[config.mk]
export PLATFORM = sky130hd
export DESIGN_NAME = sar_conv_ctrl
export DESIGN_NICKNAME = d
export VERILOG_FILES = /design/src/rtl/sar_pkg.sv /design/src/rtl/sar_seq_fsm.sv /design/src/rtl/sar_approx_reg.sv /design/src/rtl/sar_chan_dec.sv /design/src/rtl/sar_conv_ctrl.sv
export SDC_FILE = /design/constraint.sdc
export NUM_CORES = 1
export LEC_CHECK = 0
export CORE_ASPECT_RATIO = 1.5
export CORE_MARGIN = 2
export CORE_UTILIZATION = 45
export CTS_CLUSTER_SIZE = 8
export DETAILED_ROUTE_END_ITERATION = 10
export DONT_BUFFER_PORTS = 1
export GPL_ROUTABILITY_DRIVEN = 0
export PLACE_DENSITY = 0.67
export SLEW_MARGIN = 20
export SYNTH_ARGS = -nofsm -noshare
export SYNTH_HDL_FRONTEND = slang
export SYNTH_SLANG_ARGS = --single-unit
[constraint.sdc]
create_clock -name clk -period 2.3 [get_ports clk]
set_input_delay 0.115 -clock clk [delete_from_list [all_inputs] [get_ports clk]]
set_output_delay 0.115 -clock clk [all_outputs]
set_load 0.005 [all_outputs]
[src/rtl/sar_pkg.sv]
`timescale 1ns/1ps
package sar_pkg;
    typedef enum logic [2:0] {
        ST_IDLE   = 3'd0,
        ST_SAMPLE = 3'd1,
        ST_PRECH  = 3'd2,
        ST_SETTLE = 3'd3,
        ST_LATCH  = 3'd4
    } sar_state_t;
endpackage

[src/rtl/sar_seq_fsm.sv]
`timescale 1ns/1ps
module sar_seq_fsm
    import sar_pkg::*;
#(
    parameter int RES_W      = 10,
    parameter int SAMPLE_CYC = 4,
    parameter int PRE_CYC    = 1,
    parameter int SETTLE_CYC = 1,
    parameter int LATCH_CYC  = 1,
    parameter int IDX_W      = $clog2(RES_W)
) (
    input  logic             clk,
    input  logic             rst_n,
    input  logic             enable,
    input  logic             start,
    output sar_state_t       state,
    output logic [IDX_W-1:0] bit_idx,
    output logic             accept,
    output logic             decide,
    output logic             finish_real
);
    localparam int MAX_AB = (SAMPLE_CYC > PRE_CYC) ? SAMPLE_CYC : PRE_CYC;
    localparam int MAX_CD = (SETTLE_CYC > LATCH_CYC) ? SETTLE_CYC : LATCH_CYC;
    localparam int MAX_C  = (MAX_AB > MAX_CD) ? MAX_AB : MAX_CD;
    localparam int CNT_W  = (MAX_C > 1) ? $clog2(MAX_C) : 1;
    localparam logic [IDX_W-1:0] TOP_BIT = IDX_W'(RES_W - 1);

    sar_state_t       state_q, state_d;
    logic [CNT_W-1:0] cnt_q, cnt_d, limit;
    logic [IDX_W-1:0] idx_q, idx_d;
    logic             dummy_q, dummy_d;
    logic             arm_q, arm_d;
    logic             phase_last;

    // phase length of the current state
    always_comb begin
        unique case (state_q)
            ST_SAMPLE: limit = CNT_W'(SAMPLE_CYC - 1);
            ST_PRECH:  limit = CNT_W'(PRE_CYC - 1);
            ST_SETTLE: limit = CNT_W'(SETTLE_CYC - 1);
            ST_LATCH:  limit = CNT_W'(LATCH_CYC - 1);
            default:   limit = '0;
        endcase
    end

    assign phase_last = (cnt_q == limit);
    assign accept     = (state_q == ST_IDLE) && enable && (arm_q || start);

    // next-state logic
    always_comb begin
        state_d = state_q;
        cnt_d   = cnt_q;
        idx_d   = idx_q;
        dummy_d = dummy_q;
        arm_d   = arm_q;
        if (!enable) begin
            state_d = ST_IDLE;
            cnt_d   = '0;
            dummy_d = 1'b0;
            arm_d   = 1'b1;
        end else begin
            unique case (state_q)
                ST_IDLE: begin
                    if (accept) begin
                        state_d = ST_SAMPLE;
                        cnt_d   = '0;
                        dummy_d = arm_q;
                        arm_d   = 1'b0;
                    end
                end
                ST_SAMPLE: begin
                    if (phase_last) begin
                        state_d = ST_PRECH;
                        cnt_d   = '0;
                        idx_d   = TOP_BIT;
                    end else begin
                        cnt_d = cnt_q + 1'b1;
                    end
                end
                ST_PRECH: begin
                    if (phase_last) begin
                        state_d = ST_SETTLE;
                        cnt_d   = '0;
                    end else begin
                        cnt_d = cnt_q + 1'b1;
                    end
                end
                ST_SETTLE: begin
                    if (phase_last) begin
                        state_d = ST_LATCH;
                        cnt_d   = '0;
                    end else begin
                        cnt_d = cnt_q + 1'b1;
                    end
                end
                ST_LATCH: begin
                    if (phase_last) begin
                        cnt_d = '0;
                        if (idx_q == '0) begin
                            state_d = ST_IDLE;
                        end else begin
                            state_d = ST_PRECH;
                            idx_d   = idx_q - 1'b1;
                        end
                    end else begin
                        cnt_d = cnt_q + 1'b1;
                    end
                end
                default: state_d = ST_IDLE;
            endcase
        end
    end

    // state register
    always_ff @(posedge clk or negedge rst_n) begin
        if (!rst_n) begin
            state_q <= ST_IDLE;
            cnt_q   <= '0;
            idx_q   <= TOP_BIT;
            dummy_q <= 1'b0;
            arm_q   <= 1'b1;
        end else begin
            state_q <= state_d;
            cnt_q   <= cnt_d;
            idx_q   <= idx_d;
            dummy_q <= dummy_d;
            arm_q   <= arm_d;
        end
    end

    // outputs
    always_comb begin
        state       = state_q;
        bit_idx     = idx_q;
        decide      = enable && (state_q == ST_LATCH) && phase_last;
        finish_real = decide && (idx_q == '0) && !dummy_q;
    end

    assert_disable_idle_R8: assert property (@(posedge clk) disable iff (!rst_n)
        !enable |=> state_q == ST_IDLE);
    assert_busy_start_ignored_R7: assert property (@(posedge clk) disable iff (!rst_n)
        (state_q == ST_PRECH || state_q == ST_SETTLE || state_q == ST_LATCH)
        |=> state_q != ST_SAMPLE);
    assert_msb_first_R4: assert property (@(posedge clk) disable iff (!rst_n)
        (state_q == ST_SAMPLE && state_d == ST_PRECH) |=> idx_q == TOP_BIT);
endmodule

[src/rtl/sar_approx_reg.sv]
`timescale 1ns/1ps
module sar_approx_reg #(
    parameter int RES_W = 10,
    parameter int IDX_W = $clog2(RES_W)
) (
    input  logic             clk,
    input  logic             rst_n,
    input  logic             clear,
    input  logic             trial_en,
    input  logic             decide,
    input  logic [IDX_W-1:0] bit_idx,
    input  logic             cmp,
    output logic [RES_W-1:0] dac_code,
    output logic [RES_W-1:0] resolved
);
    localparam logic [RES_W-1:0] MID = {1'b1, {(RES_W-1){1'b0}}};
    localparam logic [RES_W-1:0] ONE = {{(RES_W-1){1'b0}}, 1'b1};

    logic [RES_W-1:0] acc_q, mask, trial;

    assign mask     = ONE << bit_idx;
    assign trial    = acc_q | mask;
    assign dac_code = trial_en ? trial : MID;
    assign resolved = cmp ? trial : (acc_q & ~mask);

    always_ff @(posedge clk or negedge rst_n) begin
        if (!rst_n) begin
            acc_q <= '0;
        end else if (clear) begin
            acc_q <= '0;
        end else if (decide) begin
            acc_q <= resolved;
        end
    end

    assert_lower_bits_clear_R4: assert property (@(posedge clk) disable iff (!rst_n)
        trial_en |-> ((acc_q & ((mask << 1) - ONE)) == '0));
endmodule

[src/rtl/sar_chan_dec.sv]
`timescale 1ns/1ps
module sar_chan_dec #(
    parameter int CH_N = 8,
    parameter int CH_W = $clog2(CH_N)
) (
    input  logic            clk,
    input  logic            rst_n,
    input  logic            capture,
    input  logic [CH_W-1:0] idx,
    input  logic            active,
    output logic [CH_N-1:0] onehot
);
    logic [CH_W-1:0] idx_q;

    always_ff @(posedge clk or negedge rst_n) begin
        if (!rst_n)       idx_q <= '0;
        else if (capture) idx_q <= idx;
    end

    generate
        for (genvar g = 0; g < CH_N; g++) begin : g_sel
            assign onehot[g] = active && (idx_q == CH_W'(g));
        end
    endgenerate
endmodule

[src/rtl/sar_conv_ctrl.sv]
`timescale 1ns/1ps
module sar_conv_ctrl
    import sar_pkg::*;
#(
    parameter int RES_W      = 10,
    parameter int CH_N       = 8,
    parameter int SAMPLE_CYC = 4,
    parameter int PRE_CYC    = 1,
    parameter int SETTLE_CYC = 1,
    parameter int LATCH_CYC  = 1,
    parameter int CH_W       = $clog2(CH_N)
) (
    input  logic             clk,
    input  logic             rst_n,
    input  logic             enable,
    input  logic             start,
    input  logic [CH_W-1:0]  chan_idx,
    input  logic             cmp_in,
    output logic [RES_W-1:0] dac_code,
    output logic             hold,
    output logic             prech_n,
    output logic [CH_N-1:0]  chan_sel,
    output logic             busy,
    output logic [RES_W-1:0] result,
    output logic             done
);
    localparam int IDX_W = $clog2(RES_W);
    localparam logic [RES_W-1:0] MID = {1'b1, {(RES_W-1){1'b0}}};

    sar_state_t       state;
    logic [IDX_W-1:0] bit_idx;
    logic             accept, decide, finish_real;
    logic [RES_W-1:0] resolved;
    logic [RES_W-1:0] result_q;
    logic             done_q;

    sar_seq_fsm #(
        .RES_W(RES_W), .SAMPLE_CYC(SAMPLE_CYC), .PRE_CYC(PRE_CYC),
        .SETTLE_CYC(SETTLE_CYC), .LATCH_CYC(LATCH_CYC), .IDX_W(IDX_W)
    ) u_fsm (
        .clk(clk), .rst_n(rst_n), .enable(enable), .start(start),
        .state(state), .bit_idx(bit_idx), .accept(accept),
        .decide(decide), .finish_real(finish_real)
    );

    sar_approx_reg #(.RES_W(RES_W), .IDX_W(IDX_W)) u_sar (
        .clk(clk), .rst_n(rst_n), .clear(accept), .trial_en(hold),
        .decide(decide), .bit_idx(bit_idx), .cmp(cmp_in),
        .dac_code(dac_code), .resolved(resolved)
    );

    sar_chan_dec #(.CH_N(CH_N), .CH_W(CH_W)) u_chan (
        .clk(clk), .rst_n(rst_n), .capture(accept), .idx(chan_idx),
        .active(busy), .onehot(chan_sel)
    );

    always_comb begin
        busy    = (state != ST_IDLE);
        hold    = (state == ST_PRECH) || (state == ST_SETTLE) || (state == ST_LATCH);
        prech_n = (state != ST_PRECH);
    end

    always_ff @(posedge clk or negedge rst_n) begin
        if (!rst_n) begin
            result_q <= '0;
            done_q   <= 1'b0;
        end else begin
            done_q <= finish_real;
            if (finish_real) result_q <= resolved;
        end
    end

    assign result = result_q;
    assign done   = done_q;

    assert_mid_track_R2: assert property (@(posedge clk) disable iff (!rst_n)
        !hold |-> dac_code == MID);
    assert_prech_in_hold_R3: assert property (@(posedge clk) disable iff (!rst_n)
        !prech_n |-> hold);
    assert_chan_onehot_R6: assert property (@(posedge clk) disable iff (!rst_n)
        busy |-> $onehot(chan_sel));
    assert_chan_idle_R6: assert property (@(posedge clk) disable iff (!rst_n)
        !busy |-> chan_sel == '0);
    assert_done_pulse_R9: assert property (@(posedge clk) disable iff (!rst_n)
        done |=> !done);
    assert_done_idle_R9: assert property (@(posedge clk) disable iff (!rst_n)
        done |-> !busy);
    assert_result_stable_R9: assert property (@(posedge clk) disable iff (!rst_n)
        !done |-> $stable(result));
endmodule

==> impl_metrics.yaml, run 1 <==
clock_network:
  numClockSinks: 35
  cts-root-buf: "clkbuf_8"
  cts.path.max_buffers: 2
  cts-resized-gates: 0
  post-cts-setup-buffers: 0
  cts_tree: "built"
  clk_latency_ns: 0.29
  cts-htree-levels: 2
  clkTransAtPathRegs_ns: 0.07
  cts_hold_buffers: 8
  numCtsBuffers: 5
sta:
  slew_viol_final: 0
  finalCritPeriodShare: 0.840
  skew_ns: 0.00691
  fmax_ghz: 0.518
  layout_min_cycle_time_ns: 1.93
  setup_viol: 0
  layout_setup_ws_ns: 0.369
  slew_headroom: 0.623
  timing.hold.ws_ns: 0.0149
  grt_setup_unrepaired: "false"
  finalHoldViolCount: 0
  tightestPinTransition_ns: 0.565
  fin_setup_tns_ns: 0
setup_path:
  crit_fanout: 5
  cpLargestDelayFamily: "flip-flops"
  path_buf_inv: 2
  cp-start-kind: "flop"
  cp_num_cells: 7
  required_ns: 2.52
  worstPathArrival_ns: 2.15
  cp-end-kind: "flop"
  reg2regPathDepth: 7
  cp_slowest_cell: "dfstp_2"
  path_cells: "inv_1 -> ha_1 -> nor3b_4 -> buf_4 -> o21ai_1 -> and3_1 -> o221a_1"
  worst-setup-path-type: "reg -> reg"
  critPathMaxStageDelay_ns: 0.57
place:
  placed_cells: 264
  post-place-ws_ns: 0.396
  port_buffers: 0
  hpwl_um: 3080
  dpl-instance-area_mm2: 0.00212
logic_synthesis:
  yosysTopAreaCell: "dfrtp_1"
  yosys.area.top_type_share: 0.381
  synth_cell_types: 44
  synth-main-ff-cell: "dfrtp_1"
  synthTopCellsByCount: "dfrtp_1, nand2_1, nor2_1, mux2i_1, a21oi_1"
  syn-num-nets: 239
  synthesis.area_mm2: 0.00210
  synth_cells: 226
  synth_edf_count: 0
  ys_seq_elements: 35
  async_flop_share: 1.00
  synth_area_leaders: "dfrtp_1, mux2i_1, nand2_1"
  ys_seq_area_frac: 0.419
  ys_warn_count: 0
  yosysMostFrequentCell: "dfrtp_1"
  syn-mean-instance-area_um2: 9.30
final_layout:
  seq_area_um2: 880
  fin_cells: 280
  nNetsFinal: 244
  syn2layout_area_growth_pct: 10.2
  final_layout_size_suffix_gt1_frac: 0.138
  final_area_mm2: 0.00231
  post-route-util: 0.514
  multi_input_area_mm2: 0.00111
  antenna_cells: 0
  nFillCells: 417
power:
  total_power_mw: 1.28
  p_per_area_mw_per_mm2: 554
  p_leak_nw: 1.07
  peakVddDrop_uv: 349
floorplan:
  die_h_um: 87.7
  core_mm2: 0.00450
  io_pins: 40
  die_width_um: 59.8
  die_area_mm2: 0.00524
  rows: 30
  initial_utilization: 0.466
routing:
  ant_nets: 0
  dr.pass1.iters: 4
  routed_via_density: 5.83
  totalWireLength_um: 4450
  wl_per_cell_um: 15.9
  drt_iter0_drc: 104
  vias: 1631
  drc: 0
global_routing:
  overflow: 0
  grt_usage: 0.187
  grt_pass1_vias: 1592
  grt_max_degree: 36
  grt_pass1_wl_um: 7580
  grt_antenna_before_repair: 0
run_status:
  outcome: "complete, no violations"
hold_path:
  hold_depth: 2
  hp-class: "in -> reg"
job:
  max_cap_violations: 0
==> sequential cells by signal (all words and copies together) (netlist names) <==
signal	cells
u_fsm.bit_idx	4
u_fsm.state	3
u_fsm.arm_q	1
u_chan.idx_q	3
u_fsm.dummy_q	1
u_sar.acc_q	10
result	10
u_fsm.cnt_q	2
done	1
==> per-layer routing <==
metal,vias to the layer above,global-route usage,routed length [µm]
met3,6,0.0428,195
li1,806,-,-
met4,0,0.0727,61
met5,-,0,0
met1,784,0.232,1890
met2,35,0.308,2300
==> cell families (layout without fill, tap and decap cells) <==
| kind of cell | count (synthesis) | count (layout) | share of synthesized area |
|---|---|---|---|
| buffers and inverters | 23 | 29 | 0.0512 |
| adder cells (fa/ha/maj) | 5 | 5 | 0.0298 |
| multiplexers | 27 | 27 | 0.135 |
| flip-flops | 35 | 35 | 0.419 |
| AO/OA/AOI/OAI | 40 | 40 | 0.121 |
| AND/OR/NAND/NOR | 96 | 96 | 0.245 |
==> cell usage in the layout (no fill, tap or decap), types with 2 or more instances in the layout <==
master         instances
nor3_1                 6
a21oi_1               12
a31oi_1                3
and3b_1                2
nor2_1                27
a21oi_2                2
buf_4                  6
o21ai_0               11
mux2i_1               20
nor2_2                 2
nor3b_4                2
nand3b_1               2
inv_1                  7
ha_1                   5
mux2_1                 2
nand4_1                8
nand4b_1               2
nand3_1                3
clkbuf_8               7
and3_1                 2
dfrtp_1               32
mux2_2                 4
nand2_1               29
dlygate4sd3_1          7
a211oi_1               2
nor2b_1                2
dfstp_2                3
nand2b_1               4
==> area by class of cell <==
class | instances | share of cell area
repair buffers | 14 | 0.0584
well taps | 48 | 0.0259
multi-input cells | 168 | 0.481
clock buffers | 8 | 0.0432
flip-flops and latches | 35 | 0.380
inverters | 7 | 0.0114
==> where the power goes <==
part | leakage [nW] | total, mW | switching, mW | internal (mW)
combinational | 0.552 | 0.130 | 0.0714 | 0.0588
sequential | 0.469 | 0.668 | 0.0333 | 0.635
clock | 0.0515 | 0.485 | 0.212 | 0.273
==> worst paths after layout <==
check / to / from / slack [ns]
max reg2reg: u_fsm.bit_idx[3] / u_fsm.bit_idx[0] / 0.37
max: u_fsm.bit_idx[3] / u_fsm.bit_idx[0] / 0.37
min reg2reg: u_fsm.arm_q / u_fsm.arm_q / 0.49
min in group asynchronous: u_sar.acc_q[0] / rst_n / 0.29
min: u_fsm.bit_idx[0] / enable / 0.01
max in group asynchronous: u_fsm.bit_idx[3] / rst_n / 1.77
Power figures use the tool's default switching activity.
==> run 2: changes to the inputs <==
--- a/config.mk
+++ b/config.mk
@@ -12,7 +12,7 @@
 export DETAILED_ROUTE_END_ITERATION = 10
 export DONT_BUFFER_PORTS = 1
 export GPL_ROUTABILITY_DRIVEN = 0
-export PLACE_DENSITY = 0.67
+export PLACE_DENSITY = 0.69
 export SLEW_MARGIN = 20
 export SYNTH_ARGS = -nofsm -noshare
 export SYNTH_HDL_FRONTEND = slang
==> constraint.sdc (replaced) <==
create_clock -name clk -period 1.7 [get_ports clk]
set_input_delay 0.085 -clock clk [delete_from_list [all_inputs] [get_ports clk]]
set_output_delay 0.085 -clock clk [all_outputs]
set_load 0.005 [all_outputs]
==> run 2 against run 1 <==
Net effect: the run now ends with hold timing left; highest routed layer unchanged; combinational power increased by 65%; cell area grew 9.5%; non-clock buffer count rose by 20; register-to-register slack lost 0.31 ns; utilization grew 4.9 points; routed wire length increased by 12%; sequential share of layout area is 3.3 points lower; count of clock-buffer cells in the layout is the same; setup slack got worse by 0.31 ns; flip-flop and latch count unchanged.
==> impl_metrics.yaml, run 2 (synthesized netlist as in run 1, its figures left out) <==
place:
  hpwl_um: 3360
  port_buffers: 0
  dpl-instance-area_mm2: 0.00224
  placed_cells: 278
run_status:
  outcome: "finished with violations"
  violations: "hold timing"
setup_path:
  path_buf_inv: 2
  cp_slowest_cell: "dfrtp_1"
  path_cells: "inv_2 -> ha_4 -> nor3b_4 -> buf_4 -> and3b_1 -> and3_1 -> a21oi_2"
  worst-setup-path-type: "reg -> reg"
  required_ns: 1.92
  cp-start-kind: "flop"
  crit_fanout: 5
  critPathMaxStageDelay_ns: 0.39
  cp-end-kind: "flop"
  cpLargestDelayFamily: "simple AND/OR/NAND/NOR gates"
  worstPathArrival_ns: 1.86
final_layout:
  final_area_mm2: 0.00253
  final_layout_size_suffix_gt1_frac: 0.250
  final_cell_mix: "dfrtp_1, nand2_1, nor2_1, buf_4, mux2i_1"
  fin_cells: 300
  syn2layout_area_growth_pct: 20.6
  nNetsFinal: 264
  antenna_cells: 0
  final_common_cell: "dfrtp_1"
clock_network:
  numClockSinks: 35
  cts.path.max_buffers: 2
  clkTransAtPathRegs_ns: 0.07
  cts_tree: "built"
  cts-root-buf: "clkbuf_8"
  clk_latency_ns: 0.29
  numCtsBuffers: 5
  cts-htree-levels: 2
global_routing:
  grt_antenna_before_repair: 0
  overflow: 0
  grt_usage: 0.195
  grt_pass1_vias: 1671
  grt_max_degree: 36
  grt_pass1_wl_um: 7780
power:
  switching_share: 0.252
  seq_power_share: 0.502
  pwr-share-comb: 0.122
  p_leak_nw: 1.19
  intPower_mw: 1.33
  peakVddDrop_uv: 430
  switching_power_mw: 0.446
  p_clk_frac: 0.376
  p_per_area_mw_per_mm2: 699
sta:
  slew_headroom: 0.735
  layout_min_cycle_time_ns: 1.64
  tightestPinTransition_ns: 0.394
  setup_viol: 0
  skew_ns: 0.00463
  timing.hold.ws_ns: -0.0112
  finalHoldViolCount: 2
  slew_viol_final: 0
  finalCritPeriodShare: 0.964
  fin_setup_tns_ns: 0
  fmax_ghz: 0.610
floorplan:
  rows: 30
  die_area_mm2: 0.00524
  io_pins: 40
  die_width_um: 59.8
  die_h_um: 87.7
  initial_utilization: 0.466
  core_mm2: 0.00450
routing:
  drc: 0
  wl_per_cell_um: 16.6
  dr.pass1.iters: 4
  drt_iter0_drc: 127
  routed_via_density: 5.74
  totalWireLength_um: 4990
  ant_nets: 0
  vias: 1722
job:
  max_cap_violations: 0
hold_path:
  hp-class: "in -> reg"
[run 2: cell count changes in the layout (fill, tap and decap cells not counted), moves of 2 or more]
cell	delta
inv_1	-2
o21ai_1	+4
nor2_1	-4
o21ai_0	-4
buf_4	+16
buf_6	+4
inv_2	+2
nor2_2	+4
[run 2: power groups by stage]
| stage | clock, mW | sequential (mW) | combinational [mW] |
|---|---|---|---|
| after floorplan | 0 | 0.898 | 0.140 |
| after global placement | 0 | 0.902 | 0.170 |
| after detailed placement | 0 | 0.904 | 0.173 |
| after CTS | 0.688 | 0.888 | 0.214 |
| after global routing | 0.719 | 0.892 | 0.237 |
| final | 0.666 | 0.890 | 0.215 |
[run 2: repair_timing]
item / 4_1_cts / 5_1_grt
hold endpoints to repair: 55 / 0
pin swaps: 1 / 3
resized for setup: 1 / 22
gates cloned: 0 / 1
buffers inserted: 1 / 6
hold buffers: 7 / 0
endpoints found under the setup margin: 11 / 28
[run 2: path summary, 6_finish.rpt]
path                                        from               end  slack [ns]  cells past startpoint
worst max-delay path            u_fsm.bit_idx[1]  u_fsm.bit_idx[0]        0.06                      7
worst min-delay path                      cmp_in         result[2]       -0.01                      2
worst max register to register  u_fsm.bit_idx[1]  u_fsm.bit_idx[0]        0.06                      7
worst min register to register       u_fsm.arm_q       u_fsm.arm_q        0.49                      2
max in group asynchronous                  rst_n  u_fsm.bit_idx[0]        1.19                      2
min in group asynchronous                  rst_n    u_sar.acc_q[4]        0.26                      2
[run 2: cell type report]
class / count / area (µm²)
clock buffer: 8 / 100
fill: 391 / 1970
inverter: 7 / 26.3
multi-input combinational: 168 / 1160
sequential: 35 / 880
tap: 48 / 60.1
timing repair buffer: 34 / 310
[run 2: metrics by stage]
step	setup slack (ns)	total power, mW	hold slack, ns	utilization
floorplan	0.0149	1.04	-0.211	-
global placement	0.0977	1.07	-0.210	0.498
detailed placement	0.0471	1.08	-0.210	0.498
CTS	0.00748	1.79	0.00186	0.540
global route	-0.0225	1.85	0.0127	0.563
finish	0.0612	1.77	-0.0112	0.563
[run 2: per-layer routing]
| metal | track usage | part of all wire | vias to the layer above |
|---|---|---|---|
| met1 | 0.219 | 0.39 | 823 |
| met2 | 0.350 | 0.54 | 42 |
| li1 | - | - | 846 |
| met3 | 0.0325 | 0.035 | 11 |
| met4 | 0.0889 | 0.034 | 0 |
| met5 | 0 | 0 | - |
==> run 3: changes to the inputs <==
--- a/config.mk
+++ b/config.mk
@@ -7,12 +7,12 @@
 export LEC_CHECK = 0
 export CORE_ASPECT_RATIO = 1.5
 export CORE_MARGIN = 2
-export CORE_UTILIZATION = 45
+export CORE_UTILIZATION = 57
 export CTS_CLUSTER_SIZE = 8
 export DETAILED_ROUTE_END_ITERATION = 10
 export DONT_BUFFER_PORTS = 1
 export GPL_ROUTABILITY_DRIVEN = 0
-export PLACE_DENSITY = 0.69
+export PLACE_DENSITY = 0.82
 export SLEW_MARGIN = 20
 export SYNTH_ARGS = -nofsm -noshare
 export SYNTH_HDL_FRONTEND = slang
==> constraint.sdc (replaced) <==
create_clock -name clk -period 1.7 [get_ports clk]
set_input_delay 0.085 -clock clk [delete_from_list [all_inputs] [get_ports clk]]
set_output_delay 0.085 -clock clk [all_outputs]
set_load 0.02 [all_outputs]
==> run 3 against run 2 <==
Net effect: the run ends with hold timing, setup timing left; cell count increased by 5.3%; flip-flop and latch count unchanged; non-clock buffer count increased by 21.
==> impl_metrics.yaml, run 3 (synthesized netlist as in run 1, its figures left out) <==
run_status:
  outcome: "finished with violations"
  violations: "hold timing, setup timing"
setup_path:
  crit_fanout: 2
  cp-end-kind: "output pin"
  worst-setup-path-type: "reg -> out"
  cp-start-kind: "flop"
  required_ns: 1.62
  worstPathArrival_ns: 1.64
global_routing:
  overflow: 0
  grt_usage: 0.281
  grt_pass1_vias: 1924
  grt_antenna_before_repair: 0
  grt_pass1_wl_um: 8650
  grt_max_degree: 36
floorplan:
  rows: 27
  io_pins: 40
  die_area_mm2: 0.00420
  initial_utilization: 0.581
  core_mm2: 0.00361
  die_width_um: 53.6
  die_h_um: 78.4
clock_network:
  cts.path.max_buffers: 2
  cts_tree: "built"
  numClockSinks: 35
  numCtsBuffers: 5
  clk_latency_ns: 0.30
  clkTransAtPathRegs_ns: 0.07
  cts-htree-levels: 2
  cts-root-buf: "clkbuf_8"
place:
  port_buffers: 0
  placed_cells: 294
  dpl-instance-area_mm2: 0.00239
  hpwl_um: 3530
sta:
  slew_viol_final: 0
  layout_setup_ws_ns: -0.0284
  tightestPinTransition_ns: 0.424
  skew_ns: 0.00586
  grt_setup_unrepaired: "true"
  layout_min_cycle_time_ns: 1.73
  finalHoldViolCount: 3
  fmax_ghz: 0.579
  timing.hold.ws_ns: -0.0165
  slew_headroom: 0.714
  setup_viol: 2
  finalCritPeriodShare: 1.02
routing:
  drc: 0
  vias: 1882
  dr.pass1.iters: 4
  drt_iter0_drc: 41
  totalWireLength_um: 5430
  ant_nets: 0
  wl_per_cell_um: 17.2
  routed_via_density: 5.96
final_layout:
  syn2layout_area_growth_pct: 28.4
  final_cell_mix: "buf_4, dfrtp_1, nand2_1, nor2_1, mux2i_1"
  nNetsFinal: 285
  post-route-util: 0.746
  final_layout_size_suffix_gt1_frac: 0.322
  fin_cells: 316
  final_common_cell: "buf_4"
  antenna_cells: 0
  final_area_mm2: 0.00270
power:
  seq_power_share: 0.515
  pwr-share-comb: 0.143
  intPower_mw: 1.26
  total_power_mw: 1.74
  p_clk_frac: 0.342
  switching_share: 0.275
  peakVddDrop_uv: 678
  switching_power_mw: 0.477
  p_leak_nw: 1.28
  p_per_area_mw_per_mm2: 643
job:
  max_cap_violations: 0
hold_path:
  hp-class: "in -> reg"
run 3: cell count changes in the layout (fill, tap and decap cells not counted), sizes merged:
cell	previous run	this run
clkinv	0	1
clkbuf	8	7
buf	28	49
run 3: layer usage:
| metal | vias to the layer above | wire (µm) | GRT usage |
|---|---|---|---|
| met4 | 0 | 182 | 0.141 |
| met3 | 20 | 236 | 0.0532 |
| met5 | - | 0 | 0 |
| met2 | 66 | 3000 | 0.515 |
| li1 | 884 | - | - |
| met1 | 912 | 2010 | 0.286 |
run 3: cell type report:
cell class | count | area [µm²]
clock buffers | 7 | 76.3
clock inverters | 1 | 5.00
fillers | 255 | 918
inverters | 7 | 26.3
multi-input cells | 168 | 1190
flip-flops and latches | 35 | 881
well taps | 43 | 53.8
repair buffers | 55 | 464
run 3: worst paths after layout:
| kind | startpoint | end | slack [ns] | depth (start not counted) |
|---|---|---|---|---|
| worst max-delay path | u_fsm.bit_idx[0] | dac_code[8] | -0.03 | 7 |
| min in group asynchronous | rst_n | done | 0.27 | 2 |
| worst min register to register | u_fsm.arm_q | u_fsm.arm_q | 0.49 | 2 |
| worst min-delay path | cmp_in | result[6] | -0.02 | 2 |
| max in group asynchronous | rst_n | u_fsm.bit_idx[0] | 1.18 | 2 |
| worst max register to register | u_fsm.bit_idx[0] | u_sar.acc_q[8] | 0.03 | 8 |
run 3: metrics by stage:
step / worst slack, ns / setup TNS, ns / hold WS [ns]
global route: -0.0936 / -0.278 / -0.000439
CTS: -0.0543 / -0.0543 / 0.00699
floorplan: 0.0149 / 0 / -0.211
detailed placement: -0.0374 / -0.0851 / -0.209
global placement: 0.0795 / 0 / -0.209
finish: -0.0284 / -0.0485 / -0.0165
run 3: power by group through the flow:
stage | combinational (mW) | clock, mW | sequential (mW)
finish | 0.248 | 0.593 | 0.893
global route | 0.268 | 0.631 | 0.899
CTS | 0.246 | 0.584 | 0.892
detailed placement | 0.206 | 0 | 0.908
global placement | 0.201 | 0 | 0.906
floorplan | 0.156 | 0 | 0.898
run 3: worst max-delay path, stage by stage, from the launching register on:
cell and delay, ns:
dfstp_2 0.54, inv_2 0.05, ha_4 0.15, buf_6 0.11
and3b_2 0.22, nor2_2 0.08, nor2_1 0.04, buf_4 0.15
run 3: repair_timing:
item / in CTS / in global routing
endpoints found under the setup margin: 17 / 23
hold buffers: 7 / 0
pin swaps: 4 / 5
resized for setup: 9 / 18
hold endpoints to repair: 54 / 0
setup buffers: 6 / 1
